===== config.mk =====
export PLATFORM = sky130hd
export DESIGN_NAME = exc_entry_top
export DESIGN_NICKNAME = d
export VERILOG_FILES = /design/src/rtl/exc_entry_pkg.sv /design/src/rtl/exc_evt_decode.sv /design/src/rtl/exc_slot_tracker.sv /design/src/rtl/exc_vector_gen.sv /design/src/rtl/exc_cause_regs.sv /design/src/rtl/exc_entry_top.sv
export SDC_FILE = /design/constraint.sdc
export NUM_CORES = 1
export LEC_CHECK = 0
export BUFFER_PORTS_ARGS = -buffer_cell sky130_fd_sc_hd__buf_4
export CORE_MARGIN = 1.5
export CORE_UTILIZATION = 45
export DETAILED_ROUTE_END_ITERATION = 10
export GPL_TIMING_DRIVEN = 0
export PLACE_DENSITY = 0.75
export SLEW_MARGIN = 40
export SYNTH_ARGS = -nofsm -noshare
export SYNTH_HDL_FRONTEND = slang
export SYNTH_HIERARCHICAL = 1
export SYNTH_SLANG_ARGS = --single-unit

===== constraint.sdc =====
create_clock -name clk -period 4.38 [get_ports clk]
set_clock_uncertainty 0.2 [all_clocks]
set_input_delay 0.219 -clock clk [delete_from_list [all_inputs] [get_ports clk]]
set_output_delay 0.219 -clock clk [all_outputs]
set_load 0.005 [all_outputs]

===== src/rtl/exc_entry_pkg.sv =====
package exc_entry_pkg;

  // Decoded sequencing event, one per cycle. Exception outranks issue,
  // issue outranks a taken-branch report.
  typedef enum logic [1:0] {
    EVT_NONE   = 2'd0,
    EVT_BRANCH = 2'd1,
    EVT_ISSUE  = 2'd2,
    EVT_EXC    = 2'd3
  } seq_evt_e;

  localparam int unsigned INSN_BYTES = 4;

endpackage


===== src/rtl/exc_evt_decode.sv =====
module exc_evt_decode
  import exc_entry_pkg::*;
(
  input  logic     exc_valid,
  input  logic     issue,
  input  logic     br_taken,
  output seq_evt_e evt
);

  always_comb begin
    if (exc_valid)     evt = EVT_EXC;
    else if (issue)    evt = EVT_ISSUE;
    else if (br_taken) evt = EVT_BRANCH;
    else               evt = EVT_NONE;
  end

  always_comb begin
    a_r9_exc_wins: assert (!(exc_valid && evt != EVT_EXC) || $isunknown(exc_valid));
  end

endmodule


===== src/rtl/exc_slot_tracker.sv =====
module exc_slot_tracker
  import exc_entry_pkg::*;
#(
  parameter int unsigned XLEN = 64
) (
  input  logic            clk,
  input  logic            rst_n,
  input  seq_evt_e        evt,
  input  logic [XLEN-1:0] br_target,
  output logic            pending,
  output logic            in_delay,
  output logic [XLEN-1:0] delayed_pc
);

  always_ff @(posedge clk or negedge rst_n) begin
    if (!rst_n) begin
      pending    <= 1'b0;
      in_delay   <= 1'b0;
      delayed_pc <= '0;
    end else begin
      unique case (evt)
        EVT_EXC: begin
          pending  <= 1'b0;
          in_delay <= 1'b0;
        end
        EVT_ISSUE: begin
          in_delay <= pending;
          pending  <= 1'b0;
        end
        EVT_BRANCH: begin
          pending    <= 1'b1;
          delayed_pc <= br_target;
        end
        default: ;
      endcase
    end
  end

  a_r2_branch_arms: assert property (@(posedge clk) disable iff (!rst_n)
    (evt == EVT_BRANCH) |=> (pending && delayed_pc == $past(br_target)));

  a_r2_pending_holds: assert property (@(posedge clk) disable iff (!rst_n)
    (evt == EVT_NONE) |=> $stable(pending));

  a_r3_slot_entry: assert property (@(posedge clk) disable iff (!rst_n)
    (evt == EVT_ISSUE) |=> (!pending && in_delay == $past(pending)));

  a_r9_cancel: assert property (@(posedge clk) disable iff (!rst_n)
    (evt == EVT_EXC) |=> (!pending && !in_delay));

endmodule


===== src/rtl/exc_vector_gen.sv =====
module exc_vector_gen #(
  parameter int unsigned XLEN  = 64,
  parameter int unsigned OFF_W = 16
) (
  input  logic [XLEN-1:0]  base,
  input  logic [OFF_W-1:0] offset,
  output logic [XLEN-1:0]  target
);

  logic [XLEN-1:0] off_ext;

  generate
    if (OFF_W >= XLEN) begin : g_trunc
      assign off_ext = offset[XLEN-1:0];
    end else begin : g_sext
      assign off_ext = {{(XLEN-OFF_W){offset[OFF_W-1]}}, offset};
    end
  endgenerate

  assign target = base + off_ext;

endmodule


===== src/rtl/exc_cause_regs.sv =====
module exc_cause_regs
  import exc_entry_pkg::*;
#(
  parameter int unsigned XLEN   = 64,
  parameter int unsigned CODE_W = 5
) (
  input  logic              clk,
  input  logic              rst_n,
  input  seq_evt_e          evt,
  input  logic [XLEN-1:0]   pc,
  input  logic              in_delay,
  input  logic [CODE_W-1:0] exc_code,
  output logic [XLEN-1:0]   epc,
  output logic              bd,
  output logic [CODE_W-1:0] code,
  output logic              exl
);

  localparam logic [XLEN-1:0] SLOT_STEP = XLEN'(INSN_BYTES);

  always_ff @(posedge clk or negedge rst_n) begin
    if (!rst_n) begin
      epc  <= '0;
      bd   <= 1'b0;
      code <= '0;
      exl  <= 1'b0;
    end else if (evt == EVT_EXC) begin
      if (!exl) begin
        if (in_delay) begin
          epc <= pc - SLOT_STEP;
          bd  <= 1'b1;
        end else begin
          epc <= pc;
          bd  <= 1'b0;
        end
      end
      code <= exc_code;
      exl  <= 1'b1;
    end
  end

  a_r4_plain_epc: assert property (@(posedge clk) disable iff (!rst_n)
    (evt == EVT_EXC && !exl && !in_delay) |=> (epc == $past(pc) && !bd));

  a_r5_slot_epc: assert property (@(posedge clk) disable iff (!rst_n)
    (evt == EVT_EXC && !exl && in_delay) |=> (epc == $past(pc) - SLOT_STEP && bd));

  a_r6_nested_hold: assert property (@(posedge clk) disable iff (!rst_n)
    (evt == EVT_EXC && exl) |=> ($stable(epc) && $stable(bd)));

  a_r7_level_set: assert property (@(posedge clk) disable iff (!rst_n)
    (evt == EVT_EXC) |=> (exl && code == $past(exc_code)));

endmodule


===== src/rtl/exc_entry_top.sv =====
module exc_entry_top
  import exc_entry_pkg::*;
#(
  parameter int unsigned     XLEN     = 64,
  parameter int unsigned     CODE_W   = 5,
  parameter int unsigned     OFF_W    = 16,
  parameter logic [XLEN-1:0] RESET_PC = 64'hFFFF_FFFF_BFC0_0000
) (
  input  logic              clk,
  input  logic              rst_n,
  input  logic              issue_i,
  input  logic [XLEN-1:0]   pc_i,
  input  logic              br_taken_i,
  input  logic [XLEN-1:0]   br_target_i,
  input  logic              exc_valid_i,
  input  logic [CODE_W-1:0] exc_code_i,
  input  logic [XLEN-1:0]   vec_base_i,
  input  logic [OFF_W-1:0]  vec_offset_i,
  output logic [XLEN-1:0]   epc_o,
  output logic              cause_bd_o,
  output logic [CODE_W-1:0] cause_code_o,
  output logic              status_exl_o,
  output logic [XLEN-1:0]   next_pc_o,
  output logic              branch_pending_o,
  output logic              in_delay_o
);

  localparam logic [XLEN-1:0] SEQ_STEP = XLEN'(INSN_BYTES);

  seq_evt_e        evt;
  logic [XLEN-1:0] delayed_pc;
  logic [XLEN-1:0] vec_target;
  logic [XLEN-1:0] next_pc_q;

  exc_evt_decode u_decode (
    .exc_valid (exc_valid_i),
    .issue     (issue_i),
    .br_taken  (br_taken_i),
    .evt       (evt)
  );

  exc_slot_tracker #(.XLEN(XLEN)) u_tracker (
    .clk        (clk),
    .rst_n      (rst_n),
    .evt        (evt),
    .br_target  (br_target_i),
    .pending    (branch_pending_o),
    .in_delay   (in_delay_o),
    .delayed_pc (delayed_pc)
  );

  exc_vector_gen #(.XLEN(XLEN), .OFF_W(OFF_W)) u_vector (
    .base   (vec_base_i),
    .offset (vec_offset_i),
    .target (vec_target)
  );

  exc_cause_regs #(.XLEN(XLEN), .CODE_W(CODE_W)) u_cause (
    .clk      (clk),
    .rst_n    (rst_n),
    .evt      (evt),
    .pc       (pc_i),
    .in_delay (in_delay_o),
    .exc_code (exc_code_i),
    .epc      (epc_o),
    .bd       (cause_bd_o),
    .code     (cause_code_o),
    .exl      (status_exl_o)
  );

  // Fetch steering: exception vector first, then delayed target, then sequential.
  always_ff @(posedge clk or negedge rst_n) begin
    if (!rst_n) begin
      next_pc_q <= RESET_PC;
    end else begin
      unique case (evt)
        EVT_EXC:   next_pc_q <= vec_target;
        EVT_ISSUE: next_pc_q <= branch_pending_o ? delayed_pc : pc_i + SEQ_STEP;
        default:   ;
      endcase
    end
  end

  assign next_pc_o = next_pc_q;

  a_r8_vector_fetch: assert property (@(posedge clk) disable iff (!rst_n)
    exc_valid_i |=> (next_pc_o == $past(vec_target)));

  a_r3_target_redirect: assert property (@(posedge clk) disable iff (!rst_n)
    (issue_i && !exc_valid_i && branch_pending_o) |=> (next_pc_o == $past(delayed_pc)));

  a_r9_no_redirect: assert property (@(posedge clk) disable iff (!rst_n)
    (!issue_i && !exc_valid_i) |=> $stable(next_pc_o));

endmodule


==> impl_metrics.csv, run 1 <==
group,metric,value,unit
floorplanning,die_x,190,µm
logic_synthesis,yosysSeqAreaShare,32.3,%
clock_tree,cts_buffers,22,
timing,final.setup.worst_slack,0.130,ns
timing,max_freq,0.235,GHz
clock_tree,path_clk_slew,0.06,ns
logic_synthesis,synthFlopType,"dfrtp_1",
pwr,swShare,32.9,%
critical_path,critPathMaxFanout,4,
critical_path,setup.worst_path.class,"in -> reg",
grt,grt_max_degree,74,
layout,register_area,5080,µm²
job,timing.max_cap.violations,0,
place,dp_hpwl,46600,µm
timing,hold_viol_final,0,
routing,remaining_drc_errors,0,
layout,fill_cells,2841,
clock_tree,cts_root_buffer,"clkbuf_16",
critical_path,slowest_stage,"dlygate4sd3_1",
logic_synthesis,ys_ff_latch,201,
clock_tree,cts_tree,"built",
logic_synthesis,synthDistinctLibCells,89,
grt,overflow,0,
place,place_ws,-0.158,ns
pwr,p_clk_share,28.4,%
critical_path,crit_arrival,4.51,ns
timing,fin_crit_sh,97.0,%
timing,slew_headroom,46.2,%
pwr,power_density,323,nW/µm²
routing,ant_nets,0,
clock_tree,h-tree-depth,1,
outcome,status,"finished clean",
pwr,seqPwrFrac,36.6,%
logic_synthesis,ys_warn_count,6,
timing,final.min_clock_period,4.25,ns
floorplanning,ioPinCount,355,
layout,drive_gt1_share,24.0,%
routing,dr.pass1.iters,6,
pwr,p_int,4.64,mW
routing,wl_met1,25900,µm
critical_path,worstSetupStartpointType,"input pin",
critical_path,path_cells,"dlygate4sd3_1 > buf_4 > ha_1 > fa_1 > a21o_1 > nand4_1 > a31o_1 > a21oi_2 > a41o_1 > o31a_4 > and4bb_1 > nor3_2 > xnor2_1 > o22a_1 > mux2i_1 > a31oi_1 > dlygate4sd3_1",
timing,tightest_slew,0.807,ns
grt,grt_pass1_wl,95900,µm
pwr,ir_worst_vdd,0.283,mV
routing,met3_length,4750,µm
floorplanning,core,34500,µm²
routing,post_drt_wl_per_cell,22.2,µm
floorplanning,die_h,190,µm
layout,post-route-util,62.2,%
place,portBuffers,354,
routing,viasPerCell,6.09,
grt,grt_pass1_vias,16800,
routing,wl,62800,µm
floorplanning,core.rowCount,68,
logic_synthesis,synthesis.instances,1821,
layout,area_growth,36.0,%
pwr,p_sw,2.28,mW
logic_synthesis,syn_area,15800,µm²
clock_tree,post_cts_buffers,0,
critical_path,cp-end-kind,"flop",
floorplanning,die_area,36100,µm²
routing,drt_iter0_drc,1502,
pwr,p_leak,9.25,nW
routing,num_vias,17300,
grt,grt_usage,33.9,%
floorplanning,start_util,45.7,%
logic_synthesis,ys_async_sr_fraction,100,%
pwr,pwr-share-comb,35.0,%
timing,final_max_slew_viol_count,0,
critical_path,cpMostUsedCell,"dlygate4sd3_1",
clock_tree,clkSinkCount,201,
grt,antenna_found_initial,1,
timing,setup_viol,0,
clock_tree,cts_buffer_depth,3,
routing,top_layer,"met4",
logic_synthesis,synth_edf_count,0,
logic_synthesis,synth_nets,2105,
logic_synthesis,synth_area_per_cell,8.65,µm²
layout,nets,2646,
critical_path,required,4.64,ns
routing,met2_length,28900,µm
clock_tree,clock_latency,0.51,ns
layout,multi_input_comb_area,9900,µm²
place,gp_congestion,0.909,
min_path,holdCritPathClass,"in -> async",
critical_path,critPathMaxStageDelay,0.57,ns
==> through the flow <==
stage | hold slack [ns] | cells | setup TNS [ns] | cell area, µm² | power (mW)
after floorplan | -0.277 | 1821 | 0 | 15800 | 3.63
after global placement | 0.232 | 2630 | -0.135 | 19000 | 4.69
after detailed placement | 0.00398 | 2632 | -0.158 | 19000 | 4.74
after CTS | 0.00152 | 2833 | 0 | 21400 | 6.83
after global routing | 0.0506 | 2834 | -0.0203 | 21400 | 7.20
final | 0.0283 | 2835 | 0 | 21400 | 6.91
==> power groups by stage <==
stage	registers, mW	clock network, mW	logic [mW]
floorplan	2.48	0	1.15
global placement	2.53	0	2.16
detailed placement	2.54	0	2.20
CTS	2.51	1.97	2.35
global route	2.56	2.04	2.59
finish	2.53	1.96	2.42
==> logic make-up (layout without fill, tap and decap cells) <==
kind of cell / after synthesis / count (layout) / share of synthesized area, %
AOI/OAI and AO/OA: 511 / 511 / 20.2
xor gates and xnor gates: 129 / 129 / 7.17
adders and majority gates: 66 / 66 / 5.29
buffers and inverters: 162 / 719 / 4.94
DFF: 201 / 201 / 32.3
muxes: 98 / 98 / 8.23
other: 0 / 2 / 0
and+or+nand+nor: 654 / 654 / 21.9
==> final cells by class <==
cell class,instances,share of cell area (%)
antenna,2,0.0234
buffer,116,2.83
clock buffer,35,3.13
clock inverter,5,0.368
inverter,46,0.806
multi-input combinational,1458,46.2
sequential,201,23.7
tap,455,2.66
timing repair buffer,517,20.2
==> state kept, by name (all words and copies together) (netlist names) <==
| signal | cells |
|---|---|
| u_cause/code | 5 |
| u_cause/epc | 64 |
| u_tracker/pending | 1 |
| u_cause/exl | 1 |
| next_pc_o | 64 |
| u_tracker/delayed_pc | 64 |
| u_cause/bd | 1 |
| u_tracker/in_delay | 1 |
==> cells in the mapped netlist (all sizes together) (4+ instances only) <==
cell type,count,area (µm²)
o22a,11,96.3
o21ai,162,811
mux2i,26,260
a221oi,5,50.0
or4,37,278
nand3b,6,45.0
a31oi,55,350
nand4,63,415
o31a,4,43.8
o31ai,27,213
and4,17,149
nand3,53,265
inv,45,169
nor2,99,372
nand2,194,733
o21bai,16,120
a21o,27,203
nand2b,16,108
xnor2,80,701
clkbuf,77,293
o21a,9,67.6
dfrtp,160,4000
or2,11,68.8
buf,39,313
o22ai,10,62.6
nor4,37,253
ha,65,813
a21oi,114,582
mux2,72,1040
a211oi,8,65.1
and3,14,87.6
and2,9,56.3
nor3,40,205
dfstp,41,1080
or3,37,236
a22oi,24,180
o211ai,15,113
xor2,49,429
nor2b,8,50.1
==> timing repair <==
action | 4_1_cts | 5_1_grt
setup endpoints to repair | 0 | 4
endpoints found under the hold margin | 345 | 0
hold buffers | 161 | 0
resized for setup | 0 | 3
==> placed cells by master, fill, tap and decap left out, drive strengths merged, types with 37 or more instances in the layout <==
master | synthesis | layout
o21ai | 162 | 162
nor2 | 99 | 99
xor2 | 49 | 49
mux2 | 72 | 72
clkbuf | 77 | 112
nand4 | 63 | 63
dlygate4sd3 | 0 | 161
nor3 | 40 | 40
buf | 39 | 395
inv | 45 | 45
xnor2 | 80 | 80
nor4 | 37 | 37
nand2 | 194 | 194
dfrtp | 160 | 160
a31oi | 55 | 55
or3 | 37 | 37
ha | 65 | 65
nand3 | 53 | 53
dfstp | 41 | 41
or4 | 37 | 37
a21oi | 114 | 114
==> critical path, delay by kind of cell <==
kind / cells / cell delay [ns]
adder cells (fa/ha/maj): 2 / 0.62
AO/OA/AOI/OAI: 7 / 1.65
XOR/XNOR: 1 / 0.23
AND/OR/NAND/NOR: 3 / 0.48
multiplexers: 1 / 0.07
buffers and inverters: 3 / 1.24
==> per-layer routing <==
layer / vias to the layer above / GRT usage, %
li1: 7854 / -
met1: 8316 / 45.4
met2: 912 / 55.2
met3: 182 / 3.36
met4: 0 / 15.3
met5: - / 0
==> path summary, 6_finish.rpt <==
check	from	to	slack, ns	cells after the start
worst max-delay path	vec_base_i[0]	next_pc_o[58]	0.13	17
worst min-delay path	rst_n	u_cause/epc[1]	0.03	2
worst max register to register	u_tracker/in_delay	u_cause/epc[55]	0.19	8
worst min register to register	u_cause/bd	u_cause/bd	0.28	2
max in group asynchronous	rst_n	next_pc_o[56]	3.13	3
min in group clk	issue_i	u_tracker/in_delay	0.03	3
No activity file was read; power rests on OpenSTA's default activity.
==> run 2: changes to the inputs <==
CORE_UTILIZATION = 60   (was 45)
PLACE_DENSITY = 0.94   (was 0.75)
==> run 2 against run 1 <==
  * Power increased by 2.1%
  * Register-to-register slack got worse by 0.11 ns
  * Sequential cell count unchanged
  * Highest routed layer is now met5
  * First-iteration DRC count increased by 130%
==> impl_metrics.csv, run 2 (synthesis gave the netlist of run 1 again) <==
group,metric,value,unit
outcome,status,"finished clean",
critical_path,cpMostUsedCell,"clkbuf_1",
timing,hold_viol_final,0,
critical_path,slowest_stage,"nor4_4",
critical_path,r2r_cells,8,
routing,drt_iter0_drc,3421,
timing,final_max_slew_viol_count,0,
critical_path,critPathMaxFanout,10,
critical_path,worstSetupStartpointType,"flop",
timing,final.setup.worst_slack,0.0834,ns
routing,dr.pass1.iters,8,
critical_path,path_cells,"or4b_1 > nor4_4 > nand4_1 > clkbuf_1 > clkbuf_1 > o31ai_1 > a31oi_1 > dlygate4sd3_1",
clock_tree,cts_buffer_depth,3,
pwr,power_density,334,nW/µm²
layout,drive_gt1_share,24.1,%
clock_tree,cts_tree,"built",
critical_path,setup.worst_path.class,"reg -> reg",
timing,setup_viol,0,
critical_path,rr_endpoint,"u_cause/epc[55]",
clock_tree,clkSinkCount,201,
place,dp.cells,2512,
clock_tree,h-tree-depth,1,
min_path,holdCritPathClass,"in -> async",
clock_tree,cts_buffers,21,
place,dp_hpwl,45400,µm
routing,ant_nets,0,
floorplanning,start_util,60.8,%
timing,rsz0062_at_grt,"false",
timing,fin_crit_sh,98.1,%
critical_path,critPathMaxStageDelay,0.73,ns
grt,grt_pass1_wl,105000,µm
grt,grt_pass1_vias,18500,
clock_tree,path_clk_slew,0.07,ns
routing,remaining_drc_errors,0,
layout,post-route-util,81.7,%
floorplanning,core.rowCount,59,
place,place_ws,0.0548,ns
floorplanning,core,25900,µm²
place,portBuffers,354,
floorplanning,ioPinCount,355,
critical_path,crit_family,"simple AND/OR/NAND/NOR gates",
timing,slew_headroom,38.7,%
critical_path,crit_arrival,4.49,ns
layout,area_growth,34.3,%
critical_path,cp_num_buf_inv,3,
place,gp_congestion,0.966,
timing,max_freq,0.233,GHz
critical_path,required,4.58,ns
routing,post_drt_wl_per_cell,25.8,µm
timing,setup_tns,0,ns
layout,nets,2639,
grt,grt_max_degree,73,
layout,mostFrequentLayoutCells,"buf_4, nand2_1, dfrtp_1, dlygate4sd3_1, o21ai_0",
layout,final_common_cell,"buf_4",
pwr,ir_worst_vdd,0.287,mV
timing,final.min_clock_period,4.30,ns
critical_path,r2r-start,"u_tracker/in_delay",
routing,num_vias,19000,
floorplanning,die_area,27200,µm²
grt,grt_usage,50.5,%
floorplanning,die_h,165,µm
clock_tree,cts_root_buffer,"clkbuf_16",
grt,antenna_found_initial,4,
layout,finalNonFillerCells,2706,
timing,holdWs,0.0479,ns
timing,tightest_slew,0.919,ns
job,timing.max_cap.violations,0,
grt,overflow,0,
pwr,total_power,7.06,mW
clock_tree,clock_latency,0.52,ns
floorplanning,die_x,165,µm
routing,wl,69900,µm
critical_path,rrSetupSlack,0.08,ns
layout,fill_cells,1469,
place,dpl-instance-area,18900,µm²
pwr,p_leak,9.21,nW
critical_path,cp-end-kind,"flop",
routing,viasPerCell,7.04,
layout,post-route-cell-area,21200,µm²
## run 2: cell count changes in the layout (fill, tap and decap cells not counted), moves of 2 or more
cell	change
dlygate4sd3_1	-6
clkbuf_16	-2
clkinv_2	+4
clkbuf_8	-2
clkbuf_1	-4
## run 2: cell type report
cell class                 count  area, µm²  share of cell area (%)
clock inverter                10        128                   0.603
timing repair buffer         511       4280                    20.2
clock buffer                  27        578                    2.73
buffer                       116        607                    2.87
inverter                      46        173                   0.816
multi-input combinational   1458       9890                    46.8
sequential                   201       5080                    24.0
tap                          335        419                    1.98
antenna                        2       5.00                  0.0237
## run 2: timing repair
| item | CTS | global route |
|---|---|---|
| hold endpoints to repair | 338 | 0 |
| setup endpoints to repair | 0 | 3 |
| hold buffers | 155 | 0 |
| gates resized for setup | 0 | 1 |
| setup buffers | 0 | 0 |
## run 2: worst max-delay path by stage
stage / from / endpoint / slack (ns) / cells past startpoint
4_1_cts: vec_offset_i[15] / next_pc_o[63] / 0.32 / 15
6_report: u_tracker/in_delay / u_cause/epc[55] / 0.08 / 8
3_3_place_gp: vec_offset_i[15] / next_pc_o[49] / 0.09 / 16
5_1_grt: vec_offset_i[15] / next_pc_o[59] / 0.04 / 16
3_5_place_dp: vec_offset_i[15] / next_pc_o[49] / 0.05 / 16
2_1_floorplan: vec_offset_i[0] / next_pc_o[58] / 1.30 / 14
## run 2: routing by layer
metal  vias to the layer above  track usage, %  wire [µm]  share of wire [%]
met1                      8730            59.7      23900                 34
met2                      1912            76.3      29800                 43
met5                         -               0         27              0.039
met4                         4            35.5       6210                8.9
met3                       573            17.7       9930                 14
li1                       7823               -          -                  -
## run 2: power breakdown
| group | internal [mW] | leakage (nW) | switching [mW] | total, mW |
|---|---|---|---|---|
| clock network | 1.11 | 0.350 | 0.825 | 1.93 |
| registers | 2.27 | 2.35 | 0.309 | 2.58 |
| logic | 1.20 | 6.51 | 1.34 | 2.54 |
## run 2: worst register-to-register path: stages, from the launching register on
cell	delay, ns
dfrtp_1	0.56
or4b_1	0.61
nor4_4	0.74
nand4_1	0.35
clkbuf_1	0.33
clkbuf_1	0.34
o31ai_1	0.35
a31oi_1	0.13
dlygate4sd3_1	0.59
